[config.mk]
export PLATFORM = sky130hd
export DESIGN_NAME = trig_gen
export DESIGN_NICKNAME = d
export VERILOG_FILES = /design/src/rtl/trig_pkg.sv /design/src/rtl/trig_lfsr.sv /design/src/rtl/trig_ctrl.sv /design/src/rtl/trig_datapath.sv /design/src/rtl/trig_gen.sv
export SDC_FILE = /design/constraint.sdc
export NUM_CORES = 1
export LEC_CHECK = 0
export ABC_AREA = 0
export ABC_CLOCK_PERIOD_IN_PS = 5100
export BUFFER_PORTS_ARGS = -buffer_cell sky130_fd_sc_hd__buf_2
export CAP_MARGIN = 20
export CORE_UTILIZATION = 50
export DETAILED_ROUTE_END_ITERATION = 8
export PLACE_DENSITY = 0.77
export SLEW_MARGIN = 10
export SYNTH_ARGS = -nofsm -noshare
export SYNTH_HDL_FRONTEND = slang
export SYNTH_SLANG_ARGS = --single-unit
[constraint.sdc]
create_clock -name clk -period 5.1 [get_ports clk]
set_clock_uncertainty 0.2 [all_clocks]
set_input_delay 1.275 -clock clk [delete_from_list [all_inputs] [get_ports clk]]
set_output_delay 1.275 -clock clk [all_outputs]
set_load 0.005 [all_outputs]
[src/rtl/trig_pkg.sv]
package trig_pkg;

  localparam logic [2:0] MODE_EACH  = 3'd0;
  localparam logic [2:0] MODE_DOWN  = 3'd1;
  localparam logic [2:0] MODE_TIMER = 3'd2;
  localparam logic [2:0] MODE_RAND  = 3'd3;
  localparam logic [2:0] MODE_MEM   = 3'd4;
  localparam logic [2:0] MODE_EXT   = 3'd5;
  localparam logic [2:0] MODE_OFF   = 3'd7;

  // per-source fire strobes, control -> datapath
  typedef struct packed {
    logic each;
    logic down;
    logic timer;
    logic rnd;
    logic mem;
    logic ext;
  } srcFire_t;

endpackage

[src/rtl/trig_lfsr.sv]
module trig_lfsr #(
  parameter int          WIDTH = 32,
  parameter logic [31:0] TAPS  = 32'h8020_0003,
  parameter logic [31:0] SEED  = 32'hACE1_2B3D
) (
  input  logic             clk,
  input  logic             rstN,
  output logic [WIDTH-1:0] state
);

  localparam logic [WIDTH-1:0] tapMask  = TAPS[WIDTH-1:0];
  localparam logic [WIDTH-1:0] seedVal  = SEED[WIDTH-1:0];

  logic feedBack;
  assign feedBack = ^(state & tapMask);

  always_ff @(posedge clk) begin
    if (!rstN) state <= seedVal;
    else       state <= {state[WIDTH-2:0], feedBack};
  end

  // a maximal-length register must never lock up at zero
  assert_lfsr_nonzero_R5: assert property (@(posedge clk) disable iff (!rstN)
    state != '0);

endmodule

[src/rtl/trig_ctrl.sv]
module trig_ctrl
  import trig_pkg::*;
#(
  parameter int DS_W    = 16,
  parameter int TMR_W   = 16,
  parameter int RND_W   = 16,
  parameter int WORD_W  = 32,
  parameter int MEM_BIT = WORD_W - 1,
  parameter int LFSR_W  = 32
) (
  input  logic              clk,
  input  logic              rstN,
  input  logic [2:0]        mode,
  input  logic [DS_W-1:0]   downscale,
  input  logic [TMR_W-1:0]  period,
  input  logic [RND_W-1:0]  threshold,
  input  logic              pulseStb,
  input  logic [WORD_W-1:0] pulseWord,
  input  logic              extTrig,
  output srcFire_t          fire
);

  // mode tracking: any change restarts the counters
  logic [2:0] modeQ;
  logic       modeChg;
  assign modeChg = (mode != modeQ);

  always_ff @(posedge clk) begin
    if (!rstN) modeQ <= MODE_OFF;
    else       modeQ <= mode;
  end

  // downscaler
  logic [DS_W-1:0] dsCnt;
  logic            dsPass;
  logic            dsHit;
  assign dsPass = (downscale <= DS_W'(1));
  assign dsHit  = dsPass || (dsCnt >= downscale - DS_W'(1));

  always_ff @(posedge clk) begin
    if (!rstN || modeChg)                 dsCnt <= '0;
    else if (mode == MODE_DOWN && pulseStb) dsCnt <= dsHit ? '0 : dsCnt + DS_W'(1);
  end

  // periodic timer, free of pulser timing
  logic [TMR_W-1:0] tmrCnt;
  logic             tmrHit;
  assign tmrHit = (period != '0) && (tmrCnt >= period - TMR_W'(1));

  always_ff @(posedge clk) begin
    if (!rstN || modeChg)        tmrCnt <= '0;
    else if (mode == MODE_TIMER) tmrCnt <= tmrHit ? '0 : tmrCnt + TMR_W'(1);
  end

  // random source
  logic [LFSR_W-1:0] lfsrState;
  trig_lfsr #(.WIDTH(LFSR_W)) uLfsr (
    .clk   (clk),
    .rstN  (rstN),
    .state (lfsrState)
  );

  // external input: two-flop synchronizer plus edge history
  logic extMeta, extSync, extPrev, extRise;
  always_ff @(posedge clk) begin
    if (!rstN) begin
      extMeta <= 1'b0;
      extSync <= 1'b0;
      extPrev <= 1'b0;
    end else begin
      extMeta <= extTrig;
      extSync <= extMeta;
      extPrev <= extSync;
    end
  end
  assign extRise = extSync & ~extPrev;

  always_comb begin
    fire.each  = (mode == MODE_EACH) && pulseStb;
    fire.down  = (mode == MODE_DOWN) && !modeChg && pulseStb && dsHit;
    fire.timer = (mode == MODE_TIMER) && !modeChg && tmrHit;
    fire.rnd   = (mode == MODE_RAND) && (lfsrState[RND_W-1:0] < threshold);
    fire.mem   = (mode == MODE_MEM) && pulseStb && pulseWord[MEM_BIT];
    fire.ext   = (mode == MODE_EXT) && extRise;
  end

  // an external edge yields a single-cycle request
  assert_ext_one_cycle_R7: assert property (@(posedge clk) disable iff (!rstN)
    fire.ext |=> !fire.ext);

  // a mode change restarts both counters
  assert_counters_clear_R3: assert property (@(posedge clk) disable iff (!rstN)
    modeChg |=> (dsCnt == '0 && tmrCnt == '0));

  // a zero period never produces a timer request
  assert_timer_quiet_R4: assert property (@(posedge clk) disable iff (!rstN)
    (period == '0) |-> !fire.timer);

  // no strobe, no memory trigger request
  assert_mem_needs_strobe_R6: assert property (@(posedge clk) disable iff (!rstN)
    !pulseStb |-> !fire.mem);

endmodule

[src/rtl/trig_datapath.sv]
module trig_datapath
  import trig_pkg::*;
#(
  parameter int CNT_W = 32
) (
  input  logic             clk,
  input  logic             rstN,
  input  logic [2:0]       mode,
  input  logic             spillEn,
  input  srcFire_t         fire,
  output logic             trigOut,
  output logic [CNT_W-1:0] trigCount
);

  logic selFire;
  logic nextTrig;

  always_comb begin
    case (mode)
      MODE_EACH:  selFire = fire.each;
      MODE_DOWN:  selFire = fire.down;
      MODE_TIMER: selFire = fire.timer;
      MODE_RAND:  selFire = fire.rnd;
      MODE_MEM:   selFire = fire.mem;
      MODE_EXT:   selFire = fire.ext;
      default:    selFire = 1'b0;
    endcase
  end

  assign nextTrig = spillEn && selFire;

  always_ff @(posedge clk) begin
    if (!rstN) begin
      trigOut   <= 1'b0;
      trigCount <= '0;
    end else begin
      trigOut <= nextTrig;
      if (nextTrig) trigCount <= trigCount + CNT_W'(1);
    end
  end

  // a closed spill window blocks the next trigger
  assert_spill_gate_R9: assert property (@(posedge clk) disable iff (!rstN)
    !spillEn |=> !trigOut);

  // count steps by one with each trigger
  assert_count_step_R10: assert property (@(posedge clk) disable iff (!rstN)
    trigOut |-> (trigCount == $past(trigCount) + CNT_W'(1)));

  // count holds without a trigger
  assert_count_hold_R10: assert property (@(posedge clk) disable iff (!rstN)
    !trigOut |-> $stable(trigCount));

  // reserved modes are silent
  assert_bad_mode_R8: assert property (@(posedge clk) disable iff (!rstN)
    (mode > MODE_EXT) |=> !trigOut);

endmodule

[src/rtl/trig_gen.sv]
module trig_gen
  import trig_pkg::*;
#(
  parameter int DS_W   = 16,
  parameter int TMR_W  = 16,
  parameter int RND_W  = 16,
  parameter int WORD_W = 32,
  parameter int CNT_W  = 32
) (
  input  logic              clk,
  input  logic              rstN,
  input  logic [2:0]        mode,
  input  logic [DS_W-1:0]   downscale,
  input  logic [TMR_W-1:0]  period,
  input  logic [RND_W-1:0]  threshold,
  input  logic              spillEn,
  input  logic              pulseStb,
  input  logic [WORD_W-1:0] pulseWord,
  input  logic              extTrig,
  output logic              trigOut,
  output logic [CNT_W-1:0]  trigCount
);

  srcFire_t fire;

  trig_ctrl #(
    .DS_W   (DS_W),
    .TMR_W  (TMR_W),
    .RND_W  (RND_W),
    .WORD_W (WORD_W)
  ) uCtrl (
    .clk       (clk),
    .rstN      (rstN),
    .mode      (mode),
    .downscale (downscale),
    .period    (period),
    .threshold (threshold),
    .pulseStb  (pulseStb),
    .pulseWord (pulseWord),
    .extTrig   (extTrig),
    .fire      (fire)
  );

  trig_datapath #(.CNT_W(CNT_W)) uDp (
    .clk       (clk),
    .rstN      (rstN),
    .mode      (mode),
    .spillEn   (spillEn),
    .fire      (fire),
    .trigOut   (trigOut),
    .trigCount (trigCount)
  );

endmodule

== After elaboration in Yosys (flattened, before gate mapping) ==
Cells that the tools add are included.

* Memory bits (writable): 0
* Word-level logic and storage cells: 49
* Bits of input ports: 88
* Bits in latches: 0
* Output and inout port bits: 33
* Flip-flop bits (word level): 103
* Memories kept: 0
* Bits in read-only memories: 0

* Bitwise logic cells: 2
* Equal/unequal tests: 6
* Mux-type cells: 3
* Reduce and logical (&&, ||, !) cells: 20
* Multiply operators: 0
* $lt $le $gt $ge: 4
* Divide/modulo/power cells: 0
* Add/sub/neg operators: 5
* Shift-type cells: 0

{| class="wikitable"
|+ Operators with widths
! operator !! count
|-
| 16-bit by 1-bit adder with 16-bit output, second input constant || 2
|-
| 32-bit by 1-bit adder with 32-bit output, second input constant || 1
|-
| 16-bit >= comparator || 2
|-
| 16-bit two-way mux || 2
|-
| 32-bit parity || 1
|-
| 16-bit by 1-bit subtractor with 16-bit output, second input constant || 2
|-
| 16-bit by 1-bit less-or-equal comparator with 1-bit output, second input constant || 1
|-
| 16-bit less-than comparator || 1
|-
| 16-bit nonzero test || 1
|-
| 1-bit logical AND || 13
|-
| 3-bit by 2-bit equality test with 1-bit output, second input constant || 2
|-
| 3-bit equality test, second input constant || 2
|-
| 1-bit one-hot mux with 6 select lines || 1
|-
| 3-bit by 1-bit equality test with 1-bit output, second input constant || 1
|-
| 3-bit zero test || 1
|-
| 3-bit inequality test || 1
|-
| 1-bit zero test || 2
|-
| 1-bit logical OR || 2
|-
| 1-bit bitwise AND || 1
|-
| 1-bit NOT || 1
|}

== Logic depth before layout (Yosys ltp) ==
Gate-level depths: netlist of the first run.

* Depth in word-level cells: 7
* Mapped depth: 17
* Gate-level depth less buffers: 14

== Hierarchy ==
Synthesis of the first run repeated with hierarchy kept, for this count alone.

* Cells, all modules: 673
* Area total of the unflattened synthesis: 5,938.2 sq um

{| class="wikitable"
|+ By module, submodules not included
! module !! cells an instance !! seq. area each (sq um) !! area each (sq um) !! instances
|-
| trig_ctrl || 412 || 760.7 || 3,413.3 || 1
|-
| trig_datapath || 191 || 660.6 || 1,642.8 || 1
|-
| trig_lfsr || 70 || 640.6 || 882.1 || 1
|}

== Worst setup path before layout of the first run ==
Ideal clock, no wire load.

* Kind: in2reg
* From: input port period[2]
* To: register uDp.trigCount[11]
* Setup time: 0.070 ns
* Stages: 15
* Data required time: 4.830 ns
* Path buffers: 1
* Path slack: 0.065 ns
* Arrival time: 4.764 ns
* Path through: or4_4 > nor4_1 > nand2_1 > nor4_1 > xnor2_1 > ha_1 > and4_1 > nand3_1 > or4_1 > nand4_1 > a311o_1 > a21oi_4 > buf_6 > or4_1 > a21oi_1

* Cells in the longest elaborated chain, start to end: 6
* Elaborated cells on any way between the ends: 7
* Classes of those cells: 1 x add/sub; 1 x order compare; 1 x mux; 4 x reduce/logical

{| class="wikitable"
|+ RTL lines
! what !! RTL line !! text
|-
| start, declared || trig_gen.sv:14 || <nowiki>input logic [TMR_W-1:0] period,</nowiki>
|-
| 16-bit by 1-bit subtractor with 16-bit output || trig_ctrl.sv:48 || <nowiki>assign tmrHit = (period != '0) && (tmrCnt >= period - TMR_W'(1));</nowiki>
|-
| 16-bit >= comparator || trig_ctrl.sv:48 ||
|-
| 1-bit logical AND * || trig_ctrl.sv:48 ||
|-
| 1-bit logical AND * || trig_ctrl.sv:81 || <nowiki>fire.timer = (mode == MODE_TIMER) && !modeChg && tmrHit;</nowiki>
|-
| 1-bit one-hot mux with 6 select lines * || trig_datapath.sv:19 || <nowiki>case (mode)</nowiki>
|-
| 1-bit logical AND * || trig_datapath.sv:30 || <nowiki>assign nextTrig = spillEn && selFire;</nowiki>
|-
| end signal, assigned || trig_datapath.sv:38 || <nowiki>if (nextTrig) trigCount <= trigCount + CNT_W'(1);</nowiki>
|-
| end, declared || trig_datapath.sv:12 || <nowiki>output logic [CNT_W-1:0] trigCount</nowiki>
|}

Every way passes the cells marked *; elsewhere a longest branch is shown, timed or not.
A chain may end at the register's enable or synchronous reset.

== Final worst setup path of the first run ==
* From: input port period[2]
* To: register uDp.trigCount[15]

Same word-level chain as after synthesis.

==> summary.md, run 1 <==
| Metric | Value |
|---|---|
| Run status | finished clean |
| IO Count | 121 |
| Leakage | roughly 0.0029 uW |
| Skew-Pair Late Insertion Delay | 0.35 ns |
| H-tree depth | 3 |
| Post-synth ARST share | 0% |
| 1st-pass router iterations | 5 |
| Overflow after GRT | 0 |
| CTS max path bufs | 2 |
| Total GRT Usage | 20.98% |
| Initial core utilization | 51.43% |
| Antenna violations before repair | 0 |
| Fmax | 200.4 MHz |
| RSZ-0062 raised after global routing | yes |
| Critical path startpoint category | input port |
| Commonest non-fill, non-tap cells in the layout | dfxtp_1, buf_2, ha_1, nor2_1, nand2_1 |
| Total power | between 1500 and 2000 uW |
| Routed wire per std cell | 14.04 um |
| Max cap viols | 0 |
| Number of DRC markers in iteration 0 | 324 |
| Final Hold Vio Count | 0 |
| Max_slew headroom | 29.32% |
| CTS Hold Bufs | 0 |
| Die Y | 110.6 um |
| Flop and latch count out of synthesis | 103 |
| Final Slew Violations | 0 |
| Worst IR Drop VDD | 0.0002529 V |
| Clock root buffer master | clkbuf_16 |
| Via count | roughly 5300 |
| Mapped cell area | approximately 5900 um^2 |
| Filler Cells Inserted | about 970 |
| Post-synth EDFFs | 0 |
| Antenna Cells | 0 |
| Yosys warnings | 0 |
| Crit path time final | 4.990 ns |
| Sequential area share after synthesis | 34.96% |
| First-pass GRT wire length | approximately 22000 um |
| Area after DPL | 6554 um^2 |
| Design Area, Final | 7033 um^2 |
| Min-delay worst type | flop to flop |
| CP arrival | 5.06 ns |
| FP Rows | 39 |
| Via density | between 5 and 6 |
| Syn_area_per_cell | 8.699 um^2 |
| Drt total wl | 12980 um |
| Clk sinks | 103 |
| Area occupied by multi-input gates | 3666 um^2 |
| Area delta synth->final | 19.24% |
| Routed Antenna Nets | 0 |
| Clock transition at the registers of the reported paths | 0.07 ns |
| Die Wd | ~110 um |
| DRC errors left | 0 |
| GP Congestion | 0.8391 |
| Nets | approximately 920 |
| Share of layout cells above drive strength 1 | 19.95% |
| Power Density | 258.4 nW/um^2 |
| Required @ worst endpoint | roughly 5.2 ns |
| Crit share post-route | 97.84% |
| Hpwl dp | 9288 um |
| Core Area | 11470 um^2 |
| Critical Path Sink Type | flop |
| Mapped Cells | 678 |
| Pin count of the biggest net entering global routing | 56 |
| Final Setup Violations | 0 |
| Buffers on Ports | 89 |
| Critical path type | input port to flop |
| Die footprint | around 12000 um^2 |
| Unique cell type count in the Yosys netlist | 52 |
| Register area | 2062 um^2 |
| Most common cell after layout, fill and taps aside | dfxtp_1 |
| Vias in the first global route | 4906 |
| Worst Max-Slew Pin Slew | between 1 and 1.5 ns |
| Ys flop type | dfxtp_1 |
| CTS buffer count | 9 |
| CP max FO | 27 |
| CTS tree | yes |
| Synthesized Nets | 819 |
==> sequential cells by signal, summed over array words and instances (netlist names), 3 cells and up <==
name               cells
uCtrl.modeQ            3
uDp.trigCount         32
uCtrl.dsCnt           16
uCtrl.uLfsr.state     32
uCtrl.tmrCnt          16
==> cell families after synthesis <==
kind of cell             count (synthesis)  share of synthesized area (%)
buffers and inverters                   53                          4.137
AO/OA/AOI/OAI                          108                          11.94
multiplexers                             2                         0.3394
flip-flops                             103                          34.96
adder cells (fa/ha/maj)                 53                          11.24
XOR/XNOR                                61                          9.058
AND/OR/NAND/NOR                        298                          28.32
==> worst paths after layout <==
path | start | to | slack, ns | cells past startpoint
max | period[2] | uDp.trigCount[15]$_SDFFE_PN0P_ | 0.11 | 17
min | uCtrl.uLfsr.state[25]$_SDFF_PN0_ | uCtrl.uLfsr.state[26]$_SDFF_PN1_ | 0.21 | 1
max reg2reg | uCtrl.tmrCnt[0]$_SDFFE_PP0P_ | uDp.trigCount[1]$_SDFFE_PN0P_ | 1.83 | 13
min reg2reg | uCtrl.uLfsr.state[25]$_SDFF_PN0_ | uCtrl.uLfsr.state[26]$_SDFF_PN1_ | 0.21 | 1
==> worst max-delay path, stage by stage <==
cell       delay, ns
buf_2           0.10
or4_4           0.55
nor4_4          0.15
buf_4           0.16
nand2_4         0.06
nor4_4          0.22
xnor2_1         0.10
ha_1            0.30
and4_4          0.22
nand3_2         0.06
or4_1           0.50
nand4_1         0.15
a311o_1         0.24
a21oi_4         0.08
clkbuf_16       0.22
or4_4           0.51
a21oi_1         0.14
==> cells in the mapped netlist (2+ instances only) <==
library cell,instances,area (um^2)
mux2i_1,2,20.02
clkbuf_1,21,78.83
and2_1,25,156.4
inv_1,26,97.59
and3_1,16,100.1
nor3_1,12,60.06
nand2b_1,24,150.1
or4_1,33,247.7
o31ai_1,31,232.7
nor3b_1,3,22.52
or3_1,4,25.02
ha_1,53,663.1
or4_4,2,22.52
nor4_1,8,50.05
a21oi_1,45,225.2
a21o_1,4,30.03
and4_1,4,35.03
dfxtp_1,103,2062
xor2_1,35,306.5
o21ai_0,8,40.04
nand4_1,18,112.6
xnor2_1,26,227.7
o211ai_1,2,15.01
a21oi_4,2,32.53
a2111oi_0,3,26.28
nor2_1,52,195.2
buf_6,6,67.56
o21a_1,4,30.03
nand2_1,51,191.4
a211o_1,2,17.52
nand3_1,32,160.2
==> cell type report <==
class | count | area share, %
Inverter | 26 | 1.388
Clock buffer | 9 | 3.202
Timing Repair Buffer | 115 | 9.838
Sequential cell | 103 | 29.32
Clock inverter | 7 | 1.583
Tap cell | 143 | 2.544
Multi-Input combinational cell | 522 | 52.13
==> what timing repair did <==
item,CTS,global route
gates cloned,0,3
endpoints found under the hold margin,0,0
pin swaps,0,7
buffers inserted,0,1
resized for setup,1,14
setup endpoints to repair,24,33
==> routing by layer <==
layer / vias up / part of all wire [%] / global-route usage (%)
met5: - / 0 / 0
met1: 2458 / 45 / 26.27
met2: 144 / 49 / 36.19
met3: 21 / 4.3 / 2.799
met4: 0 / 1.7 / 8.622
li1: 2638 / - / -
==> per-stage QoR <==
step | setup TNS [ns] | utilization, % | instances | hold slack (ns) | setup slack, ns
2_1_floorplan | 0 | - | 678 | 0.1863 | 0.06518
3_3_place_gp | -7.995 | 57.15 | 905 | 0.1911 | -0.2572
3_5_place_dp | -12.04 | 57.15 | 905 | 0.1933 | -0.3947
4_1_cts | 0 | 60.14 | 921 | 0.2118 | 0.05293
5_1_grt | -0.04744 | 61.33 | 925 | 0.2238 | -0.01377
6_report | 0 | 61.33 | 925 | 0.2102 | 0.1101
==> power breakdown <==
group          internal, uW  switching [uW]
registers               827            12.0
clock network           441             325
logic                  98.3             114
total                  1370             451
(Power assumes the default switching activity.)
==> inputs of run 2 (changes only) <==
--- a/config.mk
+++ b/config.mk
@@ -7,11 +7,11 @@
 export LEC_CHECK = 0
 export ABC_AREA = 0
 export ABC_CLOCK_PERIOD_IN_PS = 5100
-export BUFFER_PORTS_ARGS = -buffer_cell sky130_fd_sc_hd__buf_2
 export CAP_MARGIN = 20
-export CORE_UTILIZATION = 50
+export CORE_UTILIZATION = 58
 export DETAILED_ROUTE_END_ITERATION = 8
-export PLACE_DENSITY = 0.77
+export DONT_BUFFER_PORTS = 1
+export PLACE_DENSITY = 0.76
 export SLEW_MARGIN = 10
 export SYNTH_ARGS = -nofsm -noshare
 export SYNTH_HDL_FRONTEND = slang
==> run 2 against run 1 <==
Net effect:
- combinational power shrank 29%
- count of clock-buffer cells in the layout is 1 higher
- sequential share of layout area up 3.7 points
- final cell count fell by 12%
- first-iteration DRC count shrank 57%
- die area decreased by 14%
- largest power group unchanged
==> summary.md, run 2 (synthesis results as in run 1) <==
| Metric | Value |
|---|---|
| Crit path time final | 4.914 ns (-0.07554 ns) |
| Skew-Pair Late Insertion Delay | 0.37 ns (+0.02 ns) |
| Number of DRC markers in iteration 0 | 139 (-57%) |
| Critical path startpoint category | input port |
| CTS buffer count | 9 (unchanged) |
| 1st-pass router iterations | 4 (-1) |
| Nets | 817 (-11%) |
| CP max FO | 54 (+100%) |
| Routed wire per std cell | 14.82 um (+5.5%) |
| Fmax | 203.5 MHz (+1.5%) |
| Final Setup Violations | 0 (unchanged) |
| Final Slew Violations | 0 (unchanged) |
| Via density | 5.913 (+4.0%) |
| Core Area | 9819 um^2 (-14%) |
| Critical Path Sink Type | flop |
| CTS tree | yes |
| Most common cell after layout, fill and taps aside | dfxtp_1 |
| Antenna Cells | 0 (unchanged) |
| Max cap viols | 0 (unchanged) |
| Filler Cells Inserted | 909 (-6.2%) |
| First-pass GRT wire length | 19860 um (-7.8%) |
| Post_cts resized | 0 (-1) |
| Routed Antenna Nets | 0 (unchanged) |
| CTS max path bufs | 2 (unchanged) |
| Run status | finished clean |
| Power Density | 240.6 nW/um^2 (-6.9%) |
| Die footprint | 10580 um^2 (-14%) |
| Crit share post-route | 96.36% (-1.5 points) |
| Antenna violations before repair | 0 (unchanged) |
| Die Y | 102.8 um (-7.0%) |
| Clock root buffer master | clkbuf_8 |
| Vias in the first global route | 4549 (-7.3%) |
| Min-delay worst type | flop to flop |
| Leakage | 0.002281 uW (-20%) |
| Biggest regs | uCtrl.uLfsr.state: 32 flops, uDp.trigCount: 32 flops |
| Share of layout cells above drive strength 1 | 6.765% (-13 points) |
| Clk sinks | 103 (unchanged) |
| Initial core utilization | 60.07% (+8.6 points) |
| Area delta synth->final | 6.025% |
| Cell family with most CP delay | simple AND/OR/NAND/NOR gates |
| CTS Hold Bufs | 0 (unchanged) |
| Required @ worst endpoint | 5.18 ns (about the same) |
| Die Wd | 102.8 um (-7.0%) |
| Critical path type | input port to flop |
| Setup tns final | 0 ns (unchanged) |
| GP Congestion | 0.8028 (-4.3%) |
| CP arrival | 4.99 ns (-0.07 ns) |
| Worst IR Drop VDD | 0.0001825 V (-28%) |
| DRC errors left | 0 (unchanged) |
| Crit path largest cell delay | 0.53 ns (-0.02 ns) |
| Max_slew headroom | 32.33% (+3.0 points) |
| Drt total wl | 12050 um (-7.2%) |
| Worst Max-Slew Pin Slew | 1.011 ns (-0.04757 ns) |
| IO Count | 121 (unchanged) |
| FP Rows | 36 (-7.7%) |
| Final Hold Vio Count | 0 (unchanged) |
| Via count | 4807 (-8.6%) |
| Hold_ws | 0.2120 ns (+0.001773 ns) |
| H-tree depth | 3 (unchanged) |
| Overflow after GRT | 0 (unchanged) |
| Crit path cell chain | or4_4 > nor4_2 > buf_4 > nand2_1 > nor4_2 > xnor2_1 > ha_1 > and4_1 > nand3_1 > or4_1 > nand4_1 > a311o_1 > a21oi_4 > buf_12 > or4_1 > a21oi_1 |
| Clock transition at the registers of the reported paths | 0.11 ns (+0.04 ns) |
| Commonest non-fill, non-tap cells in the layout | dfxtp_1, ha_1, nor2_1, nand2_1, a21oi_1 |
| Buffers on Ports | 0 (-100%) |
| Post-CTS Setup Bufs | 0 (unchanged) |
| CP Buf/Inv Count | 2 (-1) |
| Pin count of the biggest net entering global routing | 65 (+16%) |
| Total GRT Usage | 23.40% (+2.4 points) |
| Crit-path slowest cell | or4_4 |
| Hpwl dp | 8818 um (-5.1%) |
## run 2: cell types whose count changed in the layout (fill, tap and decap cells not counted), sizes merged
| cell | change |
|---|---|
| bufinv | -1 |
| clkinvlp | +1 |
| clkinv | -2 |
| clkbuf | -1 |
| buf | -99 |
## run 2: where the power goes
part | total, uW | internal [uW] | leakage (uW) | switching [uW]
Clock | 513 | 230 | 0.0000938 | 283
Sequential | 840 | 827 | 0.000840 | 12.2
Combinational | 151 | 69.9 | 0.00135 | 81.5
Total | 1500 | 1130 | 0.00228 | 377
## run 2: final timing paths
path | to | from | slack (ns) | cells after the start
max reg2reg | uDp.trigCount[18]$_SDFFE_PN0P_ | uCtrl.tmrCnt[14]$_SDFFE_PP0P_ | 1.93 | 10
min | uCtrl.uLfsr.state[31]$_SDFF_PN1_ | uCtrl.uLfsr.state[30]$_SDFF_PN0_ | 0.21 | 1
min reg2reg | uCtrl.uLfsr.state[31]$_SDFF_PN1_ | uCtrl.uLfsr.state[30]$_SDFF_PN0_ | 0.21 | 1
max | uDp.trigCount[18]$_SDFFE_PN0P_ | period[2] | 0.19 | 16
## run 2: layer usage
| layer | vias up | GRT usage, % | share of wire (%) |
|---|---|---|---|
| met2 | 120 | 41.13 | 47 |
| met4 | 0 | 8.126 | 1.6 |
| met1 | 2242 | 28.46 | 46 |
| met5 | - | 0 | 0 |
| met3 | 17 | 4.678 | 5.5 |
| li1 | 2428 | - | - |
## run 2: per-stage QoR
stage / setup WS (ns) / std cells / utilization, % / power, uW / instance area [um^2]
final: 0.1856 / 813 / 63.69 / 1504 / 6254
after global routing: -0.001448 / 813 / 63.69 / 1573 / 6254
after CTS: 0.1206 / 813 / 63.44 / 1521 / 6230
after detailed placement: -0.2353 / 798 / 61.49 / 1010 / 6038
after global placement: -0.1777 / 798 / 61.49 / 1001 / 6038
after floorplan: 0.06518 / 678 / - / 984.7 / 5898
## run 2: layout make-up
class / count / area [um^2] / share of cell area (%)
Clock buffer: 10 / 127.6 / 2.041
Clock inverter: 5 / 63.81 / 1.020
Inverter: 26 / 97.59 / 1.561
Multi-Input combinational cell: 522 / 3618 / 57.86
Sequential cell: 103 / 2062 / 32.97
Tap cell: 133 / 166.4 / 2.661
Timing Repair Buffer: 14 / 117.6 / 1.881
